===== src/rtl/callret_pkg.sv =====
package callret_pkg;
   typedef enum logic [2:0] {
      PH_IDLE     = 3'd0,
      PH_LAUNCH_AB = 3'd1,
      PH_WAIT_AB  = 3'd2,
      PH_LAUNCH_C = 3'd3,
      PH_WAIT_C   = 3'd4
   } phase_e;

   localparam int unsigned NUM_WORKERS = 3;
   localparam int unsigned IDX_A = 0;
   localparam int unsigned IDX_B = 1;
   localparam int unsigned IDX_C = 2;
endpackage


===== src/rtl/callret_worker.sv =====
module callret_worker #(
   parameter int unsigned LEN = 3
) (
   input  logic clk,
   input  logic rst,
   input  logic launch_i,
   output logic busy_o
);
   localparam int unsigned SW = $clog2(LEN + 1);
   localparam logic [SW-1:0] LAST = SW'(LEN);

   generate
      if (LEN < 2) begin : g_len_bad
         $error("callret_worker: LEN must be at least 2");
      end
   endgenerate

   logic [SW-1:0] step_q;

   always_ff @(posedge clk) begin
      if (rst) begin
         step_q <= '0;
      end else if (step_q == '0) begin
         if (launch_i) step_q <= SW'(1);
      end else if (step_q == LAST) begin
         step_q <= '0;
      end else begin
         step_q <= step_q + SW'(1);
      end
   end

   assign busy_o = (step_q != '0) && (step_q != LAST);

   p_busy_after_launch_r7 : assert property (@(posedge clk) disable iff (rst)
      (step_q == '0 && launch_i) |=> busy_o);
   p_return_idle_r7 : assert property (@(posedge clk) disable iff (rst)
      (step_q == LAST) |=> (step_q == '0));
   p_no_relaunch_r7 : assert property (@(posedge clk) disable iff (rst)
      (step_q != '0 && step_q != LAST) |=> (step_q == $past(step_q) + SW'(1)));
endmodule


===== src/rtl/callret_major.sv =====
module callret_major
   import callret_pkg::*;
(
   input  logic                   clk,
   input  logic                   rst,
   input  logic                   tick,
   input  logic [NUM_WORKERS-1:0] busy_i,
   output logic [NUM_WORKERS-1:0] launch_o,
   output phase_e                 phase_o
);
   phase_e ph_q, ph_d;

   always_comb begin
      ph_d = ph_q;
      unique case (ph_q)
         PH_IDLE:      if (tick) ph_d = PH_LAUNCH_AB;
         PH_LAUNCH_AB: if (busy_i[IDX_A] && busy_i[IDX_B]) ph_d = PH_WAIT_AB;
         PH_WAIT_AB:   if (!busy_i[IDX_A] && !busy_i[IDX_B]) ph_d = PH_LAUNCH_C;
         PH_LAUNCH_C:  if (busy_i[IDX_C]) ph_d = PH_WAIT_C;
         PH_WAIT_C:    if (!busy_i[IDX_C]) ph_d = PH_IDLE;
         default:      ph_d = PH_IDLE;
      endcase
   end

   always_ff @(posedge clk) begin
      if (rst) ph_q <= PH_IDLE;
      else     ph_q <= ph_d;
   end

   always_comb begin
      launch_o        = '0;
      launch_o[IDX_A] = (ph_q == PH_LAUNCH_AB);
      launch_o[IDX_B] = (ph_q == PH_LAUNCH_AB);
      launch_o[IDX_C] = (ph_q == PH_LAUNCH_C);
   end

   assign phase_o = ph_q;

   p_reset_idle_r1 : assert property (@(posedge clk)
      rst |=> (ph_q == PH_IDLE));
   p_tick_launch_r2 : assert property (@(posedge clk) disable iff (rst)
      (ph_q == PH_IDLE && tick) |=> (ph_q == PH_LAUNCH_AB));
   p_hold_launch_r3 : assert property (@(posedge clk) disable iff (rst)
      (ph_q == PH_LAUNCH_AB && !(busy_i[IDX_A] && busy_i[IDX_B])) |=> (ph_q == PH_LAUNCH_AB));
   p_hold_wait_ab_r4 : assert property (@(posedge clk) disable iff (rst)
      (ph_q == PH_WAIT_AB && (busy_i[IDX_A] || busy_i[IDX_B])) |=> (ph_q == PH_WAIT_AB));
   p_wait_c_done_r5 : assert property (@(posedge clk) disable iff (rst)
      (ph_q == PH_WAIT_C && !busy_i[IDX_C]) |=> (ph_q == PH_IDLE));
   p_tick_ignored_r6 : assert property (@(posedge clk) disable iff (rst)
      (ph_q != PH_IDLE) |=> (ph_q != PH_LAUNCH_AB || $past(ph_q) == PH_LAUNCH_AB));
endmodule


===== src/rtl/callret_orchestrator.sv =====
module callret_orchestrator
   import callret_pkg::*;
#(
   parameter int unsigned LEN_A = 3,
   parameter int unsigned LEN_B = 5,
   parameter int unsigned LEN_C = 3
) (
   input  logic       clk,
   input  logic       rst,
   input  logic       tick,
   output logic [2:0] phase_o,
   output logic       start_a_o,
   output logic       start_b_o,
   output logic       start_c_o,
   output logic       busy_a_o,
   output logic       busy_b_o,
   output logic       busy_c_o
);
   function automatic int unsigned len_of(input int unsigned idx);
      case (idx)
         IDX_A:   return LEN_A;
         IDX_B:   return LEN_B;
         default: return LEN_C;
      endcase
   endfunction

   logic [NUM_WORKERS-1:0] launch;
   logic [NUM_WORKERS-1:0] busy;
   phase_e                 phase;

   callret_major u_major (
      .clk      (clk),
      .rst      (rst),
      .tick     (tick),
      .busy_i   (busy),
      .launch_o (launch),
      .phase_o  (phase)
   );

   generate
      for (genvar i = 0; i < NUM_WORKERS; i++) begin : g_worker
         callret_worker #(.LEN(len_of(i))) u_worker (
            .clk      (clk),
            .rst      (rst),
            .launch_i (launch[i]),
            .busy_o   (busy[i])
         );
      end
   endgenerate

   assign phase_o   = phase;
   assign start_a_o = launch[IDX_A];
   assign start_b_o = launch[IDX_B];
   assign start_c_o = launch[IDX_C];
   assign busy_a_o  = busy[IDX_A];
   assign busy_b_o  = busy[IDX_B];
   assign busy_c_o  = busy[IDX_C];

   p_c_after_ab_r4 : assert property (@(posedge clk) disable iff (rst)
      start_c_o |-> (!busy_a_o && !busy_b_o));
   p_reset_quiet_r1 : assert property (@(posedge clk)
      rst |=> (launch == '0 && busy == '0));
endmodule


===== config.mk =====
export PLATFORM = sky130hd
export DESIGN_NAME = callret_orchestrator
export DESIGN_NICKNAME = d
export VERILOG_FILES = /design/src/rtl/callret_pkg.sv /design/src/rtl/callret_worker.sv /design/src/rtl/callret_major.sv /design/src/rtl/callret_orchestrator.sv
export SDC_FILE = /design/constraint.sdc
export NUM_CORES = 1
export LEC_CHECK = 0
export CORE_AREA = 5 5 42 44
export DETAILED_ROUTE_END_ITERATION = 8
export DIE_AREA = 0 0 47 49
export PLACE_DENSITY = 0.66
export SYNTH_ARGS = -nofsm -noshare
export SYNTH_HDL_FRONTEND = slang
export SYNTH_SLANG_ARGS = --single-unit

===== constraint.sdc =====
create_clock -name clk -period 2.3 [get_ports clk]
set_input_delay 0.69 -clock clk [delete_from_list [all_inputs] [get_ports clk]]
set_output_delay 0.69 -clock clk [all_outputs]
set_load 0.01 [all_outputs]

==> flow_summary.json <==
{
  "grt.total_usage_pct": 12.4,
  "dieArea_um2": 2300,
  "syn_nets": 70,
  "grt_max_degree": 12,
  "period_minus_slack_ns": 2.17,
  "cts_buffers": 3,
  "setup_viol": 0,
  "regArea_um2": 204,
  "crit_fanout": 6,
  "viasPerCell": 5.06,
  "arrival_ns": 1.48,
  "cpPeakStageDelay_ns": 0.53,
  "drc": 0,
  "power_mw": 0.754,
  "rsz0062_at_grt": "no",
  "hpwl_um": 843,
  "grt-ovfl-total": 0,
  "multi_input_area_um2": 304,
  "fin_crit_sh_pct": 94.2,
  "cp.required_ns": 1.61,
  "wl_mm": 1.12,
  "timing.rr.start": "g_worker[0].u_worker.step_q[0]$_SDFFE_PP0P_",
  "holdPathEnd": "g_worker[2].u_worker.step_q[1]$_SDFFE_PP0P_",
  "fp-row-count": 14,
  "antenna_found_initial": 0,
  "hp-class": "reg -> reg",
  "synthTopCellsByCount": "10 x dfxtp_1, 7 x inv_1, 7 x nor2_1, 5 x a21oi_1, 4 x ha_1",
  "io-pin-count": 12,
  "synth_warnings": 0,
  "synth_top_cell_area_share_pct": 36.4,
  "maxSlewViolCount": 0,
  "critical_path.cell_chain": "nand3b_1 > inv_2 > clkdlybuf4s50_1",
  "antenna_left": 0,
  "worst_setup_path_start_kind": "flip-flop",
  "drt_iter0_markers": 7,
  "max_slew.worst_pin.slew_ns": 0.478,
  "cts_tree": "yes",
  "io_buffers": 11,
  "leakagePower_nw": 0.319,
  "worst_ir_drop_vdd_mv": 0.453,
  "hold_path_depth": 2,
  "hp-start": "g_worker[2].u_worker.step_q[1]$_SDFFE_PP0P_",
  "reg2regPathDepth": 5,
  "power_density_nw_per_um2": 1030,
  "critPathBufInv": 2,
  "hold_violations": 0,
  "synth_most_common_cell": "dfxtp_1",
  "die_x_um": 47,
  "wl_met2_um": 503,
  "core_um2": 1400,
  "outcome": "complete, no violations",
  "critPathCaptureType": "output port",
  "dieHeight_um": 49,
  "synth_edf_count": 0,
  "cts_max_level": 1,
  "cp_top_family": "buffers and inverters",
  "finalClockSkew_ns": 0.000734,
  "slew_headroom_pct": 68.0,
  "cts.path.max_buffers": 2,
  "worst-r2r-setup-slack_ns": 1.04,
  "path_clk_slew_ns": 0.07,
  "wl_met1_um": 518,
  "ys_seq_area_share_pct": 36.4,
  "start_util_pct": 39.3,
  "cts_sinks": 10,
  "synth_area_um2": 551,
  "drive_gt1_share_pct": 24.4,
  "postSynth.asyncResetShare_pct": 0,
  "fill_cells": 136,
  "grt_pass1_wl_mm": 2.09,
  "setup.worst_path.class": "reg -> out",
  "r2r_end": "u_major.phase_o[0]$_SDFFE_PP0P_",
  "yosys-top-cells-area": "dfxtp_1 36%, ha_1 9.1%, inv_1 4.8%",
  "synthDistinctLibCells": 28,
  "areaGrowthSynthToFinish_pct": 33.0,
  "synthFlopType": "dfxtp_1",
  "cts_hold_buf": 0,
  "met3_wirelength_um": 76,
  "syn_inst": 63,
  "setup_tns_ns": 0,
  "fin_nets": 86,
  "drtPass1Iterations": 4,
  "synth_area_leader_cell": "dfxtp_1",
  "syn_area_per_cell_um2": 8.74,
  "routed.top_layer": "met4",
  "routabilityCongestion": 0.757,
  "via_count": 476,
  "cts-root-buf": "clkbuf_4",
  "drv_cap": 0,
  "cp_slowest_cell": "clkdlybuf4s50_1",
  "diodes": 0,
  "grt_pass1_vias": 466,
  "ys_ff_latch": 10,
  "post_drt_wl_per_cell_um": 11.9,
  "clk_latency_ns": 0.26,
  "fmax_mhz": 462
}
==> sequential cells by signal, indices dropped and copies added, names as in the netlist <==
signal and cells:
u_major.phase_o 3, g_worker.u_worker.step_q 7
==> worst max-delay path by stage <==
stage,slack [ns],start,depth (start not counted),to
final,0.13,u_major.phase_o[2]$_SDFFE_PP0P_,3,start_c_o
after global routing,0.03,u_major.phase_o[0]$_SDFFE_PP0P_,2,start_a_o
after CTS,0.01,g_worker[0].u_worker.step_q[0]$_SDFFE_PP0P_,3,busy_a_o
after detailed placement,0.31,g_worker[0].u_worker.step_q[0]$_SDFFE_PP0P_,3,busy_a_o
after global placement,0.32,g_worker[0].u_worker.step_q[0]$_SDFFE_PP0P_,3,busy_a_o
after floorplan,0.60,u_major.phase_o[0]$_SDFFE_PP0P_,2,start_b_o
==> layout make-up <==
type / count / share of cell area [%]
multi-input combinational: 42 / 41.5
sequential: 10 / 27.9
timing repair buffer: 14 / 18.8
clock buffer: 4 / 4.96
inverter: 8 / 4.10
tap: 16 / 2.74
==> cells by family (layout without fill, tap and decap cells) <==
logic type,after synthesis,after routing,share of synthesized area [%]
multiplexers,2,2,3.86
adder cells (fa/ha/maj),4,4,9.09
buffers and inverters,11,26,8.41
flip-flops,10,10,36.4
XOR/XNOR,2,2,3.18
AND/OR/NAND/NOR,21,21,22.5
AO/OA/AOI/OAI,13,13,16.6
==> worst register-to-register path, delay by kind of cell (launching register included) <==
| kind | cells | cell delay (ns) |
|---|---|---|
| fa+ha+maj | 1 | 0.35 |
| flops | 1 | 0.34 |
| simple gates | 1 | 0.10 |
| buf+inv | 1 | 0.06 |
| compound gates | 2 | 0.30 |
==> metal layers <==
metal / GRT usage (%) / vias to the layer above
li1: - / 247
met5: 0 / -
met1: 16.2 / 214
met4: 6.91 / 0
met2: 17.2 / 13
met3: 4.43 / 2
==> power breakdown <==
group | internal (mW) | total (mW) | leakage, nW | switching, mW
Sequential | 0.212 | 0.251 | 0.0829 | 0.0383
Combinational | 0.178 | 0.344 | 0.215 | 0.166
Clock | 0.0961 | 0.159 | 0.0210 | 0.0631
Total | 0.487 | 0.754 | 0.319 | 0.267
==> cell usage in the layout, fill, tap and decap left out, types with 2 or more instances in the layout <==
master,Yosys,final
nand3b_1,2,2
inv_1,7,7
clkbuf_4,0,3
nand3_1,2,2
nor2_1,7,7
o21ai_0,3,3
nand2_1,3,3
ha_1,4,4
nor3_1,2,2
clkdlybuf4s50_1,0,9
a21oi_1,5,5
dfxtp_1,10,7
buf_4,1,3
dfxtp_2,0,3
dlymetal6s2s_1,0,2
==> through the flow <==
step	util, %	hold slack, ns	worst slack (ns)	std cells	area (µm²)
after floorplan	-	0.460	0.598	63	551
after CTS	51.1	0.488	0.0131	93	716
after detailed placement	48.5	0.478	0.311	89	679
after global placement	48.5	0.477	0.323	89	679
final	52.2	0.487	0.134	94	732
after global routing	52.2	0.513	0.0306	94	732
==> timing repair <==
action / in CTS / in global routing
buffers inserted: 0 / 1
resized for setup: 0 / 5
setup endpoints to repair: 0 / 5
(Power assumes the default switching activity.)
